===== src/rtl/lcd_wr_pkg.sv =====
// Shared types and timing constants for the four-bit LCD write controller.
// Assumes: all times are whole microseconds; cycle counts are formed in the
// modules from the CLK_MHZ parameter.
package lcd_wr_pkg;

    localparam int STEP_W    = 4;
    localparam int WAIT_W    = 14;
    localparam int PWR_US    = 15100;  // power-up wait, above 15 ms
    localparam int GAP_US    = 1;      // between the two nibbles of a byte
    localparam int BYTE_US   = 40;     // settling after an ordinary byte
    localparam int SLOW_US   = 2000;   // settling after clear or home
    localparam logic [STEP_W-1:0] INIT_LAST = 4'd8;

    typedef enum logic [2:0] {
        SQ_BOOT, SQ_POST, SQ_HI, SQ_GAP, SQ_LO, SQ_IDLE
    } sq_state_t;

    typedef enum logic [1:0] {
        PH_IDLE, PH_SETUP, PH_HIGH
    } strobe_phase_t;

    typedef struct packed {
        logic              is_byte;
        logic [7:0]        value;
        logic [WAIT_W-1:0] wait_us;
    } init_step_t;

    // Maps {line select, column} to a display-memory address instruction.
    function automatic logic [7:0] cursor_addr(input logic [4:0] code);
        return {1'b1, ~code[4], 2'b00, code[3:0]};
    endfunction

endpackage


===== src/rtl/lcd_init_table.sv =====
// Start-up step table: lone wake-up nibbles, then the configuration bytes,
// each with the wait that follows it.
// Assumes: step 0 is the power-up wait and is never looked up here.
module lcd_init_table
    import lcd_wr_pkg::*;
(
    input  logic [STEP_W-1:0] idx,
    output init_step_t        step
);

    // Purpose: return the nibble or byte and its settling time for one step.
    always_comb begin
        case (idx)
            4'd1:    step = '{1'b0, 8'h03, 14'd4200};
            4'd2:    step = '{1'b0, 8'h03, 14'd110};
            4'd3:    step = '{1'b0, 8'h03, 14'd40};
            4'd4:    step = '{1'b0, 8'h02, 14'd40};
            4'd5:    step = '{1'b1, 8'h28, 14'd40};
            4'd6:    step = '{1'b1, 8'h06, 14'd40};
            4'd7:    step = '{1'b1, 8'h0C, 14'd40};
            4'd8:    step = '{1'b1, 8'h01, 14'(SLOW_US)};
            default: step = '{1'b0, 8'h00, 14'd0};
        endcase
    end

endmodule


===== src/rtl/lcd_wr_timer.sv =====
// Loadable down-counter. A load of N makes expire true in the Nth cycle
// after the loading edge.
// Assumes: count is at least 1 when load is high.
module lcd_wr_timer #(
    parameter int W = 20
) (
    input  logic         clk,
    input  logic         rst_n,
    input  logic         load,
    input  logic [W-1:0] count,
    output logic         expire
);

    logic [W-1:0] cnt;
    logic         run;

    // Purpose: count down from the loaded value and stop at zero.
    always_ff @(posedge clk) begin
        if (!rst_n) begin
            cnt <= '0;
            run <= 1'b0;
        end else if (load) begin
            cnt <= count - 1'b1;
            run <= 1'b1;
        end else if (run) begin
            if (cnt == '0) run <= 1'b0;
            else           cnt <= cnt - 1'b1;
        end
    end

    assign expire = run && (cnt == '0);

endmodule


===== src/rtl/lcd_nibble_strobe.sv =====
// Sends one nibble: latches nibble and register select, holds the strobe low
// for SU_CYC cycles, high for EH_CYC cycles, then pulses done once.
// Assumes: start is only raised while the previous nibble has finished.
module lcd_nibble_strobe
    import lcd_wr_pkg::*;
#(
    parameter int SU_CYC = 2,
    parameter int EH_CYC = 50
) (
    input  logic       clk,
    input  logic       rst_n,
    input  logic       start,
    input  logic [3:0] nib_in,
    input  logic       rs_in,
    output logic       e,
    output logic       rs,
    output logic [3:0] db,
    output logic       done
);

    localparam int MAXC = (SU_CYC > EH_CYC) ? SU_CYC : EH_CYC;
    localparam int CW   = $clog2(MAXC + 1);

    strobe_phase_t phase;
    logic [CW-1:0] cnt;

    // Purpose: step through set-up and strobe-high intervals for one nibble.
    always_ff @(posedge clk) begin
        if (!rst_n) begin
            phase <= PH_IDLE;
            cnt   <= '0;
            e     <= 1'b0;
            rs    <= 1'b0;
            db    <= '0;
            done  <= 1'b0;
        end else begin
            done <= 1'b0;
            case (phase)
                PH_IDLE: if (start) begin
                    db    <= nib_in;
                    rs    <= rs_in;
                    cnt   <= CW'(SU_CYC - 1);
                    phase <= PH_SETUP;
                end
                PH_SETUP: if (cnt == '0) begin
                    e     <= 1'b1;
                    cnt   <= CW'(EH_CYC - 1);
                    phase <= PH_HIGH;
                end else begin
                    cnt <= cnt - 1'b1;
                end
                PH_HIGH: if (cnt == '0) begin
                    e     <= 1'b0;
                    done  <= 1'b1;
                    phase <= PH_IDLE;
                end else begin
                    cnt <= cnt - 1'b1;
                end
                default: phase <= PH_IDLE;
            endcase
        end
    end

endmodule


===== src/rtl/lcd_nibble_writer.sv =====
// Top level: power-up and configuration sequencer plus command path for a
// four-bit character display. Fixed delays replace busy-flag polling.
// Assumes: CLK_MHZ is the clock rate in whole MHz; the display is only written.
module lcd_nibble_writer
    import lcd_wr_pkg::*;
#(
    parameter int CLK_MHZ = 50
) (
    input  logic       clk,
    input  logic       rst_n,
    input  logic       req,
    input  logic [1:0] cmd_kind,
    input  logic [7:0] cmd_byte,
    output logic       ready,
    output logic       lcd_e,
    output logic       lcd_rs,
    output logic       lcd_rw,
    output logic [3:0] lcd_db,
    output logic       lcd_drive
);

    localparam int SU_CYC   = (CLK_MHZ * 40 + 999) / 1000;
    localparam int EH_CYC   = CLK_MHZ;
    localparam int PWR_CYC  = PWR_US * CLK_MHZ;
    localparam int TW       = $clog2(PWR_CYC + 1);
    localparam logic [TW-1:0] GAP_CYC  = TW'(GAP_US * CLK_MHZ);
    localparam logic [TW-1:0] BYTE_CYC = TW'(BYTE_US * CLK_MHZ);
    localparam logic [TW-1:0] SLOW_CYC = TW'(SLOW_US * CLK_MHZ);

    sq_state_t         state;
    logic [STEP_W-1:0] step;
    logic [7:0]        byte_q;
    logic              rs_q;
    logic [TW-1:0]     post_cyc;
    logic              drive_q;

    logic              tmr_load, tmr_exp;
    logic [TW-1:0]     tmr_count;
    logic              stb_start, stb_done, stb_rs;
    logic [3:0]        stb_nib;
    init_step_t        nxt;
    logic [TW-1:0]     nxt_wait;
    logic [7:0]        req_byte;
    logic              req_rs, req_slow;

    lcd_init_table u_table (.idx(step + 1'b1), .step(nxt));

    lcd_wr_timer #(.W(TW)) u_timer (
        .clk(clk), .rst_n(rst_n), .load(tmr_load),
        .count(tmr_count), .expire(tmr_exp)
    );

    lcd_nibble_strobe #(.SU_CYC(SU_CYC), .EH_CYC(EH_CYC)) u_strobe (
        .clk(clk), .rst_n(rst_n), .start(stb_start), .nib_in(stb_nib),
        .rs_in(stb_rs), .e(lcd_e), .rs(lcd_rs), .db(lcd_db), .done(stb_done)
    );

    assign nxt_wait = TW'(CLK_MHZ * int'(nxt.wait_us));
    assign req_byte = cmd_kind[1] ? cursor_addr(cmd_byte[4:0]) : cmd_byte;
    assign req_rs   = (cmd_kind == 2'b00);
    assign req_slow = (cmd_kind == 2'b01) && (cmd_byte[7:2] == 6'd0)
                      && (cmd_byte[1:0] != 2'd0);

    // Purpose: decide timer loads and nibble launches for the current state.
    always_comb begin
        tmr_load  = 1'b0;
        tmr_count = '0;
        stb_start = 1'b0;
        stb_nib   = byte_q[3:0];
        stb_rs    = rs_q;
        case (state)
            SQ_BOOT: begin
                tmr_load  = 1'b1;
                tmr_count = TW'(PWR_CYC);
            end
            SQ_POST: if (tmr_exp && step != INIT_LAST) begin
                stb_start = 1'b1;
                stb_nib   = nxt.is_byte ? nxt.value[7:4] : nxt.value[3:0];
                stb_rs    = 1'b0;
            end
            SQ_HI: if (stb_done) begin
                tmr_load  = 1'b1;
                tmr_count = GAP_CYC;
            end
            SQ_GAP: stb_start = tmr_exp;
            SQ_LO: if (stb_done) begin
                tmr_load  = 1'b1;
                tmr_count = post_cyc;
            end
            SQ_IDLE: if (req) begin
                stb_start = 1'b1;
                stb_nib   = req_byte[7:4];
                stb_rs    = req_rs;
            end
            default: ;
        endcase
    end

    // Purpose: advance the start-up steps and the per-byte nibble sequence.
    always_ff @(posedge clk) begin
        if (!rst_n) begin
            state    <= SQ_BOOT;
            step     <= '0;
            byte_q   <= '0;
            rs_q     <= 1'b0;
            post_cyc <= '0;
            drive_q  <= 1'b0;
        end else begin
            case (state)
                SQ_BOOT: state <= SQ_POST;
                SQ_POST: if (tmr_exp) begin
                    if (step != INIT_LAST) begin
                        step     <= step + 1'b1;
                        drive_q  <= 1'b1;
                        byte_q   <= nxt.value;
                        rs_q     <= 1'b0;
                        post_cyc <= nxt_wait;
                        state    <= nxt.is_byte ? SQ_HI : SQ_LO;
                    end else begin
                        state <= SQ_IDLE;
                    end
                end
                SQ_HI:  if (stb_done) state <= SQ_GAP;
                SQ_GAP: if (tmr_exp)  state <= SQ_LO;
                SQ_LO: if (stb_done) begin
                    drive_q <= 1'b0;
                    state   <= SQ_POST;
                end
                SQ_IDLE: if (req) begin
                    byte_q   <= req_byte;
                    rs_q     <= req_rs;
                    post_cyc <= req_slow ? SLOW_CYC : BYTE_CYC;
                    drive_q  <= 1'b1;
                    state    <= SQ_HI;
                end
                default: state <= SQ_BOOT;
            endcase
        end
    end

    assign ready     = (state == SQ_IDLE);
    assign lcd_drive = drive_q;
    assign lcd_rw    = 1'b0;

endmodule


===== config.mk =====
export PLATFORM = sky130hd
export DESIGN_NAME = lcd_nibble_writer
export DESIGN_NICKNAME = d
export VERILOG_FILES = /design/src/rtl/lcd_wr_pkg.sv /design/src/rtl/lcd_init_table.sv /design/src/rtl/lcd_wr_timer.sv /design/src/rtl/lcd_nibble_strobe.sv /design/src/rtl/lcd_nibble_writer.sv
export SDC_FILE = /design/constraint.sdc
export NUM_CORES = 1
export LEC_CHECK = 0
export ABC_AREA = 1
export CAP_MARGIN = 20
export CORE_MARGIN = 2
export CORE_UTILIZATION = 25
export DETAILED_ROUTE_END_ITERATION = 6
export PLACE_DENSITY = 0.46
export SYNTH_ARGS = -nofsm -noshare
export SYNTH_HDL_FRONTEND = slang
export SYNTH_SLANG_ARGS = --single-unit

===== constraint.sdc =====
create_clock -name clk -period 3.8 [get_ports clk]
set_input_delay 0.76 -clock clk [delete_from_list [all_inputs] [get_ports clk]]
set_output_delay 0.76 -clock clk [all_outputs]
set_load 0.01 [all_outputs]

* Word level (Yosys, flattened, before mapping)
Memories as Yosys holds them, arrays and structs flattened.
Cells that the tools add are included.
** Operators by class
- Multiply operators :: 1
- Reduce and logical (&&, ||, !) cells :: 28
- Equality and inequality tests :: 20
- Bitwise logic cells :: 1
- $add $sub $neg :: 4
- Multiplexer cells :: 59
** Operators with widths (number)
- 20-bit 2-to-1 mux :: 7
- 20-bit case mux with 3 select lines :: 1
- 20-bit case mux with 2 select lines :: 1
- 20-bit by 1-bit subtractor with 20-bit output, second input constant :: 2
- 4-bit 2-to-1 mux :: 6
- 6-bit 2-to-1 mux :: 4
- 3-bit 2-to-1 mux :: 7
- 20-bit logical NOT :: 1
- 5-bit by 14-bit multiplier with 19-bit output, first input constant :: 1
- 3-bit case mux with 6 select lines :: 1
- 6-bit case mux with 3 select lines :: 1
- 1-bit 2-to-1 mux :: 17
- 17-bit 2-to-1 mux :: 1
- 4-bit case mux with 2 select lines :: 2
- 3-bit AND reduction :: 5
- 2-bit inequality test, second input constant :: 7
- 6-bit logical NOT :: 2
- 5-bit AND reduction :: 2
- 8-bit 2-to-1 mux :: 1
- 2-bit by 1-bit inequality test with 1-bit output, second input constant :: 4
- 1-bit case mux with 2 select lines :: 4
- 2-bit nonzero test :: 4
- 3-bit by 2-bit == test with 1-bit output, second input constant :: 2
- 3-bit == test, second input constant :: 2
- 17 further kinds :: 28
** Storage, ports and cells
- Output and inout bits :: 9
- Memories kept :: 1
- Bits of input ports :: 13
- Memory bits (read-only) :: 272
- Bits in registers :: 69
- Word-level logic and storage cells :: 128
** Memory list
- (name not given) :: depth 16, width 17, rd ports 1, clocked after Yosys merged registers in 0, write ports 0, RTL line lcd_init_table.sv:13 : case (idx)

* Longest topological paths before layout
Gate-level depths: netlist (run 1).
- Depth in word-level cells :: 7
- Depth in mapped cells :: 17

* Modules after synthesis
Synthesis (run 1) repeated with hierarchy kept, for this count alone.
** Unflattened totals
- Cell total of the unflattened synthesis :: 918
- Area total of the unflattened synthesis :: 6059.6 µm²
** Modules (own cells, without submodules)
- lcd_nibble_writer :: area an instance 3325.7 µm², instances 1, sequential area each 640.6 µm², cells each 495
- lcd_wr_timer :: area an instance 1666.6 µm², instances 1, sequential area each 420.4 µm², cells each 267
- lcd_nibble_strobe :: area an instance 814.5 µm², instances 1, sequential area each 300.3 µm², cells each 114
- lcd_init_table :: area an instance 252.7 µm², instances 1, sequential area each 0.0 µm², cells each 42

* Worst setup path before layout (run 1)
No wires, ideal clock.
- Kind :: flip-flop to flip-flop
- From :: register step[0]
- To :: register post_cyc[11]
- Library setup time :: 0.132 ns
- Data arrival time :: 3.011 ns
- Stages on the path, launching flop included :: 17
- Required time :: 3.668 ns
- Path slack :: 0.656 ns
- Period minus slack after synthesis :: 3.144 ns
- Cells stage by stage :: dfxtp_1 > ha_1 > inv_1 > ha_1 > nor2_1 > nand2_2 > o21ai_0 > ha_1 > xnor2_1 > xor2_1 > ha_1 > a31o_2 > a21oi_1 > o21bai_1 > xnor2_1 > nand2_1 > a21oi_1
** On the way
- Word-level cells in the longest chain between the ends :: 6
** Ends and longest elaborated chain
- from (decl) :: RTL line lcd_nibble_writer.sv:31 : logic [STEP_W-1:0] step;
- from (signal assigned) :: RTL line lcd_nibble_writer.sv:113 : step <= step + 1'b1;
- 4-bit by 1-bit adder with 4-bit output :: RTL line lcd_nibble_writer.sv:46 : lcd_init_table u_table (.idx(step + 1'b1), .step(nxt));
- via u_table.idx[2] :: RTL line lcd_init_table.sv:7 : input logic [STEP_W-1:0] idx,
- memory read 16 x 17 bit
- 5-bit by 14-bit multiplier with 19-bit output :: RTL line lcd_nibble_writer.sv:58 : assign nxt_wait = TW'(CLK_MHZ * int'(nxt.wait_us));
- 20-bit 2-to-1 mux :: RTL line lcd_nibble_writer.sv:112 : if (step != INIT_LAST) begin
- 20-bit 2-to-1 mux :: RTL line lcd_nibble_writer.sv:111 : SQ_POST: if (tmr_exp) begin
- 20-bit case mux with 2 select lines :: RTL line lcd_nibble_writer.sv:109 : case (state)
- to (signal assigned) :: RTL line lcd_nibble_writer.sv:117 : post_cyc <= nxt_wait;
- to (signal assigned) :: RTL line lcd_nibble_writer.sv:132 : post_cyc <= req_slow ? SLOW_CYC : BYTE_CYC;
- to (decl) :: RTL line lcd_nibble_writer.sv:34 : logic [TW-1:0] post_cyc;
The timed path passes the listed nets, and every way through them passes these cells. The select of a mux whose other input is x is not followed.
A chain may end at the register's enable or synchronous reset.

* Worst setup path after layout (run 1)
Ends and elaborated chain as after synthesis.

==> impl_metrics.yaml, run 1 <==
clocking:
  cts_buffers: 9
  path_clk_slew_ns: 0.07
  cts_setup_buffers: 0
  htreeDepth: 3
  cts_tree: "built"
  clockRootBuffer: "clkbuf_16"
  cts_sinks: 65
  clk_latency_ns: 0.35
  cts_buffer_depth: 2
yosys:
  ys_ff_latch: 65
  synth_flop_cell: "dfxtp_1"
  synth_common_cells: "nand2_1, inv_1, nor2_1"
  synth_area_leaders: "dfxtp_1, nand2_1, ha_1"
  synth.distinct_cells: 46
  seq_area_frac_synth_pct: 29.0
  yosys_warnings: 0
  synth.most_common_cell: "nand2_1"
  yosys.area.top_type: "dfxtp_1"
  syn_area_per_cell_um2: 6.58
  synth_edf_count: 0
  synthesis.area_um2: 4480
  synth-async-reset-ratio_pct: 0
  yosys.area.top_type_share_pct: 29.0
  syn-instance-count: 681
finish:
  nFillCells: 1968
  num-nets-final: 742
  area_delta_synth_final_pct: 16.7
  stdcell_area_um2: 5230
  drive_gt1_share_pct: 10.8
  num_antenna_cells: 0
drt:
  vias: 4261
  drtPass1Iterations: 4
  drc_errors: 0
  drt-initial-drc-count: 225
  wl_um: 12400
  wire_per_inst_um: 13.4
  viasPerCell: 4.58
  ant_nets: 0
pwr:
  ir_drop_mv: 0.314
  power_leakage_nw: 2.31
  power.density_nw_per_um2: 647
placed_design:
  gp_congestion: 0.810
  portBuffers: 20
  dp_hpwl_um: 9290
  placed_area_um2: 4920
floorplanning:
  die_x_um: 138
  die_y_um: 138
  initial_core_util_pct: 25.7
  ios: 22
  fp.coreArea_um2: 17400
  die-area_um2: 19000
  rows: 48
worst_setup_path:
  crit_start: "step[0]$_SDFFE_PN0P_"
  reg2reg_slack_ns: 0.37
  start_kind: "flop"
  rr_startpoint: "step[0]$_SDFFE_PN0P_"
  worstSetupPathType: "reg -> reg"
  cp_num_buf_inv: 2
  cp.required_ns: 4.07
  cp_slowest_stage_delay_ns: 0.48
  crit_slowest_cell: "dfxtp_1"
  cp.arrival_ns: 3.70
  critPathMaxFanout: 8
  path_delay_family: "adder cells"
  cp_cell_sequence: "ha_1, inv_1, ha_1, inv_1, nand3_1, nor2_1, ha_1, xnor2_1, xor2_1, ha_1, a31o_2, a21oi_1, o21bai_1, xnor2_1, nand2_1, a21oi_1"
  crit_path_end_kind: "flop"
  cpMostUsedCell: "ha_1"
sta:
  post-route-period-util_pct: 90.3
  timing.final.crit_period_ns: 3.43
  whs_ns: 0.463
  hold_viol_final: 0
  max_clock_freq_mhz: 291
  rsz0062_at_grt: "no"
  slew_headroom_pct: 55.6
  finalSetupTns_ns: 0
  slew_violations: 0
  skew_ns: 0.0127
  setup_viol: 0
  worstMarginPinSlew_ns: 0.665
global_route:
  grt_pass1_vias: 4062
  grt_pass1_wl_um: 20700
  grt_overflow_total: 0
  antenna_found_initial: 0
  grt_max_degree: 35
  grtUsageTotal_pct: 14.0
worst_hold_path:
  hold_class: "reg -> reg"
  hp-start: "u_timer.cnt[5]$_SDFFE_PN0P_"
run:
  drv_cap: 0
outcome:
  outcome: "completed"
final cells by class:
cell class / instances / area, µm² / area share, %
multi-input combinational: 518 / 2800 / 53.4
inverter: 82 / 308 / 5.88
sequential: 65 / 1300 / 24.9
timing repair buffer: 25 / 238 / 4.54
clock buffer: 9 / 225 / 4.30
clock inverter: 7 / 83.8 / 1.60
tap: 225 / 282 / 5.38
cells in the final DEF (no fill, tap or decap), types with 3 or more instances in the layout:
cell and n:
a21oi_1 53, a31oi_1 8, a32oi_1 3, buf_4 5
clkbuf_16 9, clkdlybuf4s50_1 20, dfxtp_1 65, ha_1 27
inv_1 73, inv_2 9, inv_6 3, nand2_1 172
nand2_2 15, nand3_1 56, nand4_1 15, nor2_1 68
nor2_2 8, nor2_4 3, nor3_1 4, o21ai_0 32
or2_2 7, xnor2_1 10, xor2_1 5
path summary, 6_finish.rpt:
check / cells after the start / to
worst max-delay path: 16 / post_cyc[11]$_SDFFE_PN0P_
worst min-delay path: 2 / u_timer.cnt[5]$_SDFFE_PN0P_
worst max register to register: 16 / post_cyc[11]$_SDFFE_PN0P_
worst min register to register: 2 / u_timer.cnt[5]$_SDFFE_PN0P_
routing by layer:
layer  global-route usage (%)  share of wire [%]  up-vias
met5                        0                  0        -
met4                     3.06               0.92        0
met3                     3.22                3.6        9
met2                     22.5                 45       57
met1                     19.2                 50     1930
li1                         -                  -     2265
per-stage QoR:
stage          util (%)  power [W]  std cells  setup WS [ns]
2_1_floorplan         -    0.00213        682          0.656
3_3_place_gp       28.3    0.00252        915          0.399
3_5_place_dp       28.3    0.00251        915          0.330
4_1_cts            30.0    0.00341        931          0.296
5_1_grt            30.1    0.00368        931         0.0181
6_report           30.1    0.00338        931          0.367
registers in the layout, summed over array words and instances, names as in the netlist:
register        cells
u_strobe.phase      2
post_cyc           16
u_strobe.cnt        6
state               3
u_timer.run         1
byte_q              4
u_strobe.e          1
rs_q                1
step                4
u_strobe.db         4
u_strobe.done       1
u_strobe.rs         1
lcd_drive           1
u_timer.cnt        20
where the power goes:
group	switching (W)	internal [W]	total, W
sequential	0.000108	0.000800	0.000908
combinational	0.00110	0.000494	0.00160
clock	0.000357	0.000521	0.000877
kinds of logic after synthesis:
| family | share of synthesized area [%] |
|---|---|
| compound gates | 13.6 |
| xor+xnor | 2.93 |
| fa+ha+maj | 7.98 |
| buf+inv | 8.76 |
| flops | 29.0 |
| other cells | 0.0836 |
| simple gates | 37.6 |
timing repair:
item,in CTS,in global routing
hold buffers,0,0
setup endpoints to repair,0,1
resized for setup,0,2
worst register-to-register path, delay by kind of cell (launching register included):
family	cells	cell delay, ns
fa+ha+maj	4	1.12
simple gates	3	0.42
flops	1	0.48
compound gates	4	0.62
buf+inv	2	0.22
xor+xnor	3	0.49
Power figures use the tool's default switching activity.
==> inputs of run 2 (changes only) <==
--- a/config.mk
+++ b/config.mk
@@ -11,6 +11,7 @@
 export CORE_UTILIZATION = 25
 export DETAILED_ROUTE_END_ITERATION = 6
 export PLACE_DENSITY = 0.46
+export RECOVER_POWER = 25
 export SYNTH_ARGS = -nofsm -noshare
 export SYNTH_HDL_FRONTEND = slang
 export SYNTH_SLANG_ARGS = --single-unit
==> run 2 against run 1 <==
The flow now finishes with violations (max-capacitance violations, max-slew violations). Sequential cell count did not move. Clock power barely moved. Power fell by 0.17%. Register-to-register slack barely moved. Largest cell class unchanged.
==> impl_metrics.yaml, run 2 (synthesis gave the netlist of run 1 again) <==
outcome:
  outcome: "finished with violations"
  violations: "max-capacitance violations, max-slew violations"
worst_setup_path:
  worstSetupPathType: "reg -> reg"
  rr_startpoint: "step[0]$_SDFFE_PN0P_"
  reg2reg_to: "post_cyc[11]$_SDFFE_PN0P_"
  cp_num_buf_inv: 2
  crit_start: "step[0]$_SDFFE_PN0P_"
  critPathMaxFanout: 8
  r2r_cells: 16
  crit_path_end_kind: "flop"
  cp_cell_sequence: "ha_1, inv_1, ha_1, inv_1, nand3_1, nor2_1, ha_1, xnor2_1, xor2_1, ha_1, a31o_2, a21oi_1, o21bai_1, xnor2_1, nand2_1, a21oi_1"
  start_kind: "flop"
  cp_num_cells: 16
  crit_slowest_cell: "dfxtp_1"
  cpMostUsedCell: "ha_1"
  reg2reg_slack_ns: 0.37
  cp.arrival_ns: 3.70
  path_delay_family: "adder cells"
  crit_end: "post_cyc[11]$_SDFFE_PN0P_"
  cp.required_ns: 4.07
  cp_slowest_stage_delay_ns: 0.48
floorplanning:
  fp.coreArea_um2: 17400
  die-area_um2: 19000
  die_y_um: 138
  die_x_um: 138
  rows: 48
  ios: 22
  initial_core_util_pct: 25.7
clocking:
  holdBufCountCts: 0
  cts_buffer_depth: 2
  htreeDepth: 3
  cts_sinks: 65
  path_clk_slew_ns: 0.07
  clk_latency_ns: 0.34
  clockRootBuffer: "clkbuf_16"
  cts_buffers: 9
  cts_tree: "built"
finish:
  largest_reg_flops: 20
  stdcell_count: 931
  num_antenna_cells: 0
  nFillCells: 1968
  final_cell_mix: "nand2_1, inv_1, nor2_1, dfxtp_1, nand3_1"
  final_util_pct: 30.0
  drive_gt1_share_pct: 10.6
  stdcell_area_um2: 5230
  seq_area_um2: 1300
  num-nets-final: 742
  multi_input_area_um2: 2800
  reg_top3: "u_timer.cnt: 20 flops, post_cyc: 16 flops, u_strobe.cnt: 6 flops"
  mostFrequentLayoutCell: "nand2_1"
  area_delta_synth_final_pct: 16.7
  regMostFlops: "u_timer.cnt"
worst_hold_path:
  hold_depth: 2
  hold_class: "reg -> reg"
sta:
  finalSetupTns_ns: 0
  setup_viol: 0
  worstMarginPinSlew_ns: 1.59
  post-route-period-util_pct: 90.4
  timing.final.crit_period_ns: 3.43
  skew_ns: 0.0125
  slew_violations: 35
  rsz0062_at_grt: "no"
  hold_viol_final: 0
  slew_headroom_pct: -5.80
  max_clock_freq_mhz: 291
global_route:
  grt_overflow_total: 0
  global_route.usage.met1_pct: 19.2
  met3_usage_pct: 3.22
  grt-busiest-layer: "met2"
  grt_max_degree: 35
  antenna_found_initial: 0
  grt_pass1_wl_um: 20700
  grtUsageTotal_pct: 14.0
  grt_pass1_vias: 4062
  met2_usage_pct: 22.5
drt:
  vias: 4255
  drc_errors: 0
  ant_nets: 0
  drt-initial-drc-count: 242
  drtPass1Iterations: 4
  wire_per_inst_um: 13.3
  wl_um: 12400
  viasPerCell: 4.57
placed_design:
  dp.cells: 915
  portBuffers: 20
  placed_area_um2: 4920
  gp_congestion: 0.810
  dp_hpwl_um: 9290
pwr:
  power.switching_w: 0.00157
  ir_drop_mv: 0.312
  p_sw_share_pct: 46.3
  p_clk_share_pct: 26.0
  intPower_w: 0.00181
  seq_power_share_pct: 26.9
  pwr-share-comb_pct: 47.1
  power.density_nw_per_um2: 646
  power_w: 0.00338
  power_leakage_nw: 2.34
run:
  drv_cap: 1
[run 2: cell count changes in the layout (fill, tap and decap cells not counted)]
| cell | previous run | this run |
|---|---|---|
| buf_4 | 5 | 4 |
| clkbuf_1 | 0 | 1 |
| dlygate4sd3_1 | 0 | 8 |
| clkdlybuf4s50_1 | 20 | 12 |
[run 2: worst min-delay path by stage]
stage / slack, ns / endpoint / startpoint
after global routing: 0.48 / post_cyc[18]$_SDFFE_PN0P_ / post_cyc[18]$_SDFFE_PN0P_
final: 0.46 / u_timer.cnt[5]$_SDFFE_PN0P_ / u_timer.cnt[5]$_SDFFE_PN0P_
after CTS: 0.47 / post_cyc[14]$_SDFFE_PN0P_ / post_cyc[14]$_SDFFE_PN0P_
after detailed placement: 0.46 / post_cyc[14]$_SDFFE_PN0P_ / post_cyc[14]$_SDFFE_PN0P_
after floorplan: 0.44 / u_timer.cnt[5]$_SDFFE_PN0P_ / u_timer.cnt[5]$_SDFFE_PN0P_
after global placement: 0.45 / post_cyc[18]$_SDFFE_PN0P_ / post_cyc[18]$_SDFFE_PN0P_
[run 2: what timing repair did]
| item | CTS | global route |
|---|---|---|
| setup buffers | 0 | 0 |
| setup endpoints to repair | 0 | 1 |
| resized for setup | 0 | 2 |
[run 2: final cells by class]
class	instances	share of cell area (%)
Clock inverter	7	1.60
Tap cell	225	5.38
Multi-Input combinational cell	518	53.5
Sequential cell	65	24.9
Timing Repair Buffer	25	4.47
Inverter	82	5.89
Clock buffer	9	4.31
[run 2: routing by layer]
metal / wire [µm] / part of all wire (%) / vias to the layer above
met3: 534 / 4.3 / 9
met4: 115 / 0.93 / 0
met1: 6170 / 50 / 1914
met5: 0 / 0 / -
li1: - / - / 2267
met2: 5590 / 45 / 65
[run 2: power by group through the flow]
stage	registers (W)	logic, W	clock network (W)
final	0.000908	0.00159	0.000878
after CTS	0.000908	0.00160	0.000905
after detailed placement	0.000921	0.00159	0
after floorplan	0.000885	0.00125	0
after global routing	0.000925	0.00182	0.000932
after global placement	0.000922	0.00160	0
[run 2: worst register-to-register path: stages (launching register included)]
cell and delay (ns):
dfxtp_1 0.48, ha_1 0.24, inv_1 0.07, ha_1 0.33
inv_1 0.15, nand3_1 0.18, nor2_1 0.18, ha_1 0.26
xnor2_1 0.18, xor2_1 0.18, ha_1 0.29, a31o_2 0.28
a21oi_1 0.14, o21bai_1 0.09, xnor2_1 0.13, nand2_1 0.06
a21oi_1 0.11
[run 2: through the flow]
step	setup slack, ns	hold slack [ns]
final	0.366	0.464
after global routing	0.0181	0.485
after CTS	0.296	0.465
after detailed placement	0.330	0.456
after global placement	0.399	0.448
after floorplan	0.656	0.436
